[src/rtl/tally_pkg.sv]
package tally_pkg;

    // Selects how the tally leaves the block.
    typedef enum logic {
        OUT_COMB = 1'b0,
        OUT_REG  = 1'b1
    } out_mode_e;

endpackage

[src/rtl/tally_stage.sv]
module tally_stage #(
    parameter int W = 5
) (
    input  logic [W-1:0] vec_i,
    input  logic         bit_i,
    output logic [W-1:0] vec_o
);

    // Bottom line: nothing can be routed into it on a shift, so it is forced low.
    assign vec_o[0] = bit_i ? 1'b0 : vec_i[0];

    for (genvar p = 1; p < W; p++) begin : g_pos
        assign vec_o[p] = bit_i ? vec_i[p-1] : vec_i[p];
    end

    // when the top line is free, routing neither creates nor loses lines.
    always_comb begin
        if (!vec_i[W-1]) begin
            p_conserve_r3: assert ($countones(vec_o) == $countones(vec_i))
                else $error("stage changed number of active lines");
        end
    end

endmodule

[src/rtl/tally_cascade.sv]
module tally_cascade #(
    parameter int N = 4
) (
    input  logic [N-1:0] bits_i,
    output logic [N:0]   onehot_o
);

    localparam int W = N + 1;
    localparam logic [W-1:0] SEED = W'(1);

    logic [W-1:0] chain [0:N];

    assign chain[0] = SEED;

    for (genvar k = 0; k < N; k++) begin : g_stage
        tally_stage #(.W(W)) u_stage (
            .vec_i (chain[k]),
            .bit_i (bits_i[k]),
            .vec_o (chain[k+1])
        );
    end

    assign onehot_o = chain[N];

    // the end of the chain carries exactly one active line.
    always_comb begin
        p_chain_onehot_r1: assert ($onehot(onehot_o))
            else $error("cascade output not one-hot");
    end

endmodule

[src/rtl/tally_onehot.sv]
module tally_onehot
    import tally_pkg::*;
#(
    parameter int        N    = 4,
    parameter out_mode_e MODE = OUT_REG
) (
    input  logic         clk,
    input  logic         rst,
    input  logic [N-1:0] bits_i,
    output logic [N:0]   onehot_o
);

    localparam int W = N + 1;
    localparam logic [W-1:0] IDLE = W'(1);

    logic [W-1:0] tally_w;

    tally_cascade #(.N(N)) u_cascade (
        .bits_i   (bits_i),
        .onehot_o (tally_w)
    );

    if (MODE == OUT_REG) begin : g_reg
        typedef struct packed {
            logic [W-1:0] vec;
        } out_state_t;

        out_state_t st_d, st_q;

        always_comb begin
            st_d = st_q;
            if (rst) begin
                st_d.vec = IDLE;
            end else begin
                st_d.vec = tally_w;
            end
        end

        always_ff @(posedge clk) begin
            st_q <= st_d;
        end

        assign onehot_o = st_q.vec;

        p_onehot_r1: assert property (@(posedge clk) disable iff (rst)
            $onehot(onehot_o))
            else $error("registered tally not one-hot");

        p_reset_r7: assert property (@(posedge clk) disable iff (rst)
            $past(rst) |-> onehot_o == IDLE)
            else $error("reset did not leave bit 0 set");

        p_empty_r5: assert property (@(posedge clk) disable iff (rst)
            (bits_i == '0) |=> onehot_o == IDLE)
            else $error("all-zero inputs not tallied as zero");

        p_full_r5: assert property (@(posedge clk) disable iff (rst)
            (&bits_i) |=> onehot_o[N])
            else $error("all-one inputs not tallied as N");
    end else begin : g_comb
        logic unused_clk_rst;
        assign unused_clk_rst = clk ^ rst;
        assign onehot_o = tally_w;
    end

endmodule

[config.mk]
export PLATFORM = sky130hd
export DESIGN_NAME = tally_onehot
export DESIGN_NICKNAME = d
export VERILOG_FILES = /design/src/rtl/tally_pkg.sv /design/src/rtl/tally_stage.sv /design/src/rtl/tally_cascade.sv /design/src/rtl/tally_onehot.sv
export SDC_FILE = /design/constraint.sdc
export NUM_CORES = 1
export LEC_CHECK = 0
export CORE_AREA = 2 2 39 41
export DETAILED_ROUTE_END_ITERATION = 8
export DIE_AREA = 0 0 41 43
export GPL_TIMING_DRIVEN = 0
export MAX_ROUTING_LAYER = met4
export PLACE_DENSITY = 0.38
export SYNTH_ARGS = -nofsm -noshare
export SYNTH_HDL_FRONTEND = slang
export SYNTH_SLANG_ARGS = --single-unit
[constraint.sdc]
create_clock -name clk -period 1.45 [get_ports clk]
set_input_delay 0.29 -clock clk [delete_from_list [all_inputs] [get_ports clk]]
set_output_delay 0.29 -clock clk [all_outputs]
set_load 0.005 [all_outputs]
==> summary.md <==
| Metric | Value |
|---|---|
| Routability Congestion | `0.546` |
| Seq cells post-synth | `5` |
| Post-synth EDFFs | `0` |
| Buf+Inv Stages, Crit Path | `2` |
| Area growth from synthesis to layout | `71.3%` |
| Dpl cell area | `between 300 and 400 um2` |
| Clock Path Buffers | `2` |
| Pre-Repair DR Iteration Count | `1` |
| Share of cells above drive strength 1 | `0.0882` |
| # IOs | `11` |
| Slowest CP cell | `clkdlybuf4s50_1` |
| Die ar. | `between 0.0015 and 0.002 mm2` |
| Total stage count of the critical path | `5` |
| Final hold violations | `0` |
| Htree depth | `1` |
| Hold Crit Class | `in -> reg` |
| Static Leak | `roughly 0.15 nW` |
| CTS buffer count | `3` |
| Top post-synthesis cells by count | `dfxtp_1 (5), o22ai_1 (3)` |
| Layout Cells excl Fill | `50` |
| Grt total ovfl | `0` |
| Crit path launch type | `primary input` |
| Post-synth ARST share | `0` |
| Largest net degree at the start of global routing | `5` |
| Die X | `a little over 40 um` |
| Post-synth top area cell | `dfxtp_1` |
| Synthesized cell area | `approximately 210 um2` |
| TritonCTS Sinks | `5` |
| Wire length per cell | `7.76 um` |
| Setup TNS | `0 ns` |
| Clock root buffer | `clkbuf_4` |
| Fill cells | `between 150 and 200` |
| Post-Place Cells | `46` |
| Status | `completed` |
| Post-synth top area share | `0.488` |
| Period minus WS final | `about 1.3 ns` |
| Data arrival time of the worst path | `1.44 ns` |
| Fmax | `0.754 GHz` |
| WL final | `~390 um` |
| # diodes | `0` |
| Starting Density | `0.148` |
| Setup Viol. Count Final | `0` |
| # rows | `14` |
| Slew Viols, Final | `0` |
| Dpl ws | `-0.131 ns` |
| Power Dens Cells | `just over 1000 mW/mm2` |
| Sequential Area | `100 um2` |
| Post-route ant nets | `0` |
| Vias | `approximately 190` |
| Synth Net Count | `28` |
| Final nets | `43` |
| Initial antenna violation count | `0` |
| Unique masters post-synth | `10` |
| Number of global-route vias before repair | `176` |
| Peak VDD IR | `about 160 uV` |
| Sequential share of the synthesized area | `0.488` |
| Chip Height | `about 43 um` |
| Mean post-synth cell area | `~10 um2` |
| CTS tree | `built` |
| Top cells by area, synth | `dfxtp_1 (49%), ha_1 (12%), mux2i_1 (9.8%), o22ai_1 (9.1%), nand2b_1 (6.1%)` |
| Max incr delay on CP | `0.48 ns` |
| WP data required | `about 1.6 ns` |
| Multi-input logic area | `a little under 100 um2` |
| Post-CTS Hold Buffers | `0` |
| Actual slew at the worst max-slew pin | `between 0.15 and 0.2 ns` |
| Crit path launch | `bits_i[0]` |
| Synth Instances | `20` |
| Initial drt markers | `0` |
| Crit. End Element | `flip-flop` |
| Relative slew slack | `0.863` |
| Core footprint | `approximately 0.0014 mm2` |
| Most common cell in the netlist | `dfxtp_1` |
| Max FFs per register | `5` |
| Design area | `352 um2` |
| First-pass GRT wire length | `~630 um` |
| Synth warn | `0` |
| Avg Vias per Cell | `about 3.8` |
| Resize count post-CTS | `0` |
| Main flop type after synthesis | `dfxtp_1` |
| Crit path capture | `onehot_o[3]` |
| Final Worst Setup Slack | `0.125 ns` |
| Final period util | `0.914` |
| Clk slew on worst S/H paths | `roughly 0.04 ns` |
| CP max FO | `2` |
| MaxCap Viol Count | `0` |
| Count of buffers from port buffering | `10` |
| Post-CTS Setup Inserts | `0` |
| Hpwl dp | `approximately 330 um` |
| Critical path class | `in -> reg` |
| GRT Total Usage | `0.0596` |
| Cell Chain, Critical Path | `clkdlybuf4s50_1 -> inv_1 -> ha_1 -> mux2i_1 -> o22ai_1` |
| DR DRC count | `0` |
| RSZ-0062 raised after global routing | `false` |
| CP delay by family, top | `buffers and inverters` |
| Tot Pwr | `0.000357 W` |
[cells in the final DEF (no fill, tap or decap)]
master           synthesis  final
ha_1                     2      2
inv_1                    2      2
o22ai_1                  3      3
clkdlybuf4s50_1          0     10
mux2i_1                  2      2
clkbuf_4                 0      3
nand2b_1                 2      2
nor2_1                   1      1
clkbuf_1                 0      1
dfxtp_1                  5      5
or2_1                    1      1
o21bai_1                 1      1
nand2_1                  1      1
[metrics by stage]
step | utilization | hold WS [ns]
2_1_floorplan | - | 0.392
3_3_place_gp | 0.235 | 0.907
6_report | 0.254 | 0.672
3_5_place_dp | 0.235 | 0.909
4_1_cts | 0.254 | 0.668
5_1_grt | 0.254 | 0.686
[logic make-up (layout without fill, tap and decap cells)]
group | count (synthesis) | in the layout | synth area share
AO/OA/AOI/OAI | 4 | 4 | 0.128
adder cells (fa/ha/maj) | 2 | 2 | 0.122
buffers and inverters | 2 | 16 | 0.0366
flip-flops | 5 | 5 | 0.488
multiplexers | 2 | 2 | 0.0976
AND/OR/NAND/NOR | 5 | 5 | 0.128
[metal layers]
metal  share of wire  global-route usage  wire [um]  vias to the layer above
met5               0                   -          0                        -
met4               0              0.0800          0                        0
met3            0.16              0.0209         61                        0
met2            0.45              0.0750        173                       11
met1            0.39              0.0577        153                       83
li1                -                   -          -                       97
[final cells by class]
class                   instances  area share
repair buffers                 10       0.285
inverters                       2      0.0214
clock buffers                   4      0.0747
flip-flops and latches          5       0.285
well taps                      16      0.0569
multi-input cells              13       0.278
[worst min-delay path by stage]
stage / to / cells past startpoint / slack [ns] / from
after floorplan: onehot_o[0] / 1 / 0.39 / bits_i[3]
after global placement: onehot_o[0] / 2 / 0.91 / bits_i[3]
after detailed placement: onehot_o[0] / 2 / 0.91 / bits_i[3]
after CTS: onehot_o[0] / 2 / 0.67 / rst
after global routing: onehot_o[0] / 2 / 0.69 / rst
final: onehot_o[0] / 2 / 0.67 / rst
[power breakdown]
part	total [W]	internal, W	switching, W	leakage [nW]
sequential	0.000148	0.000146	0.00000188	0.0412
clock	0.000153	0.000104	0.0000495	0.0150
combinational	0.0000563	0.0000360	0.0000203	0.0891
No activity file was read; power rests on OpenSTA's default activity.
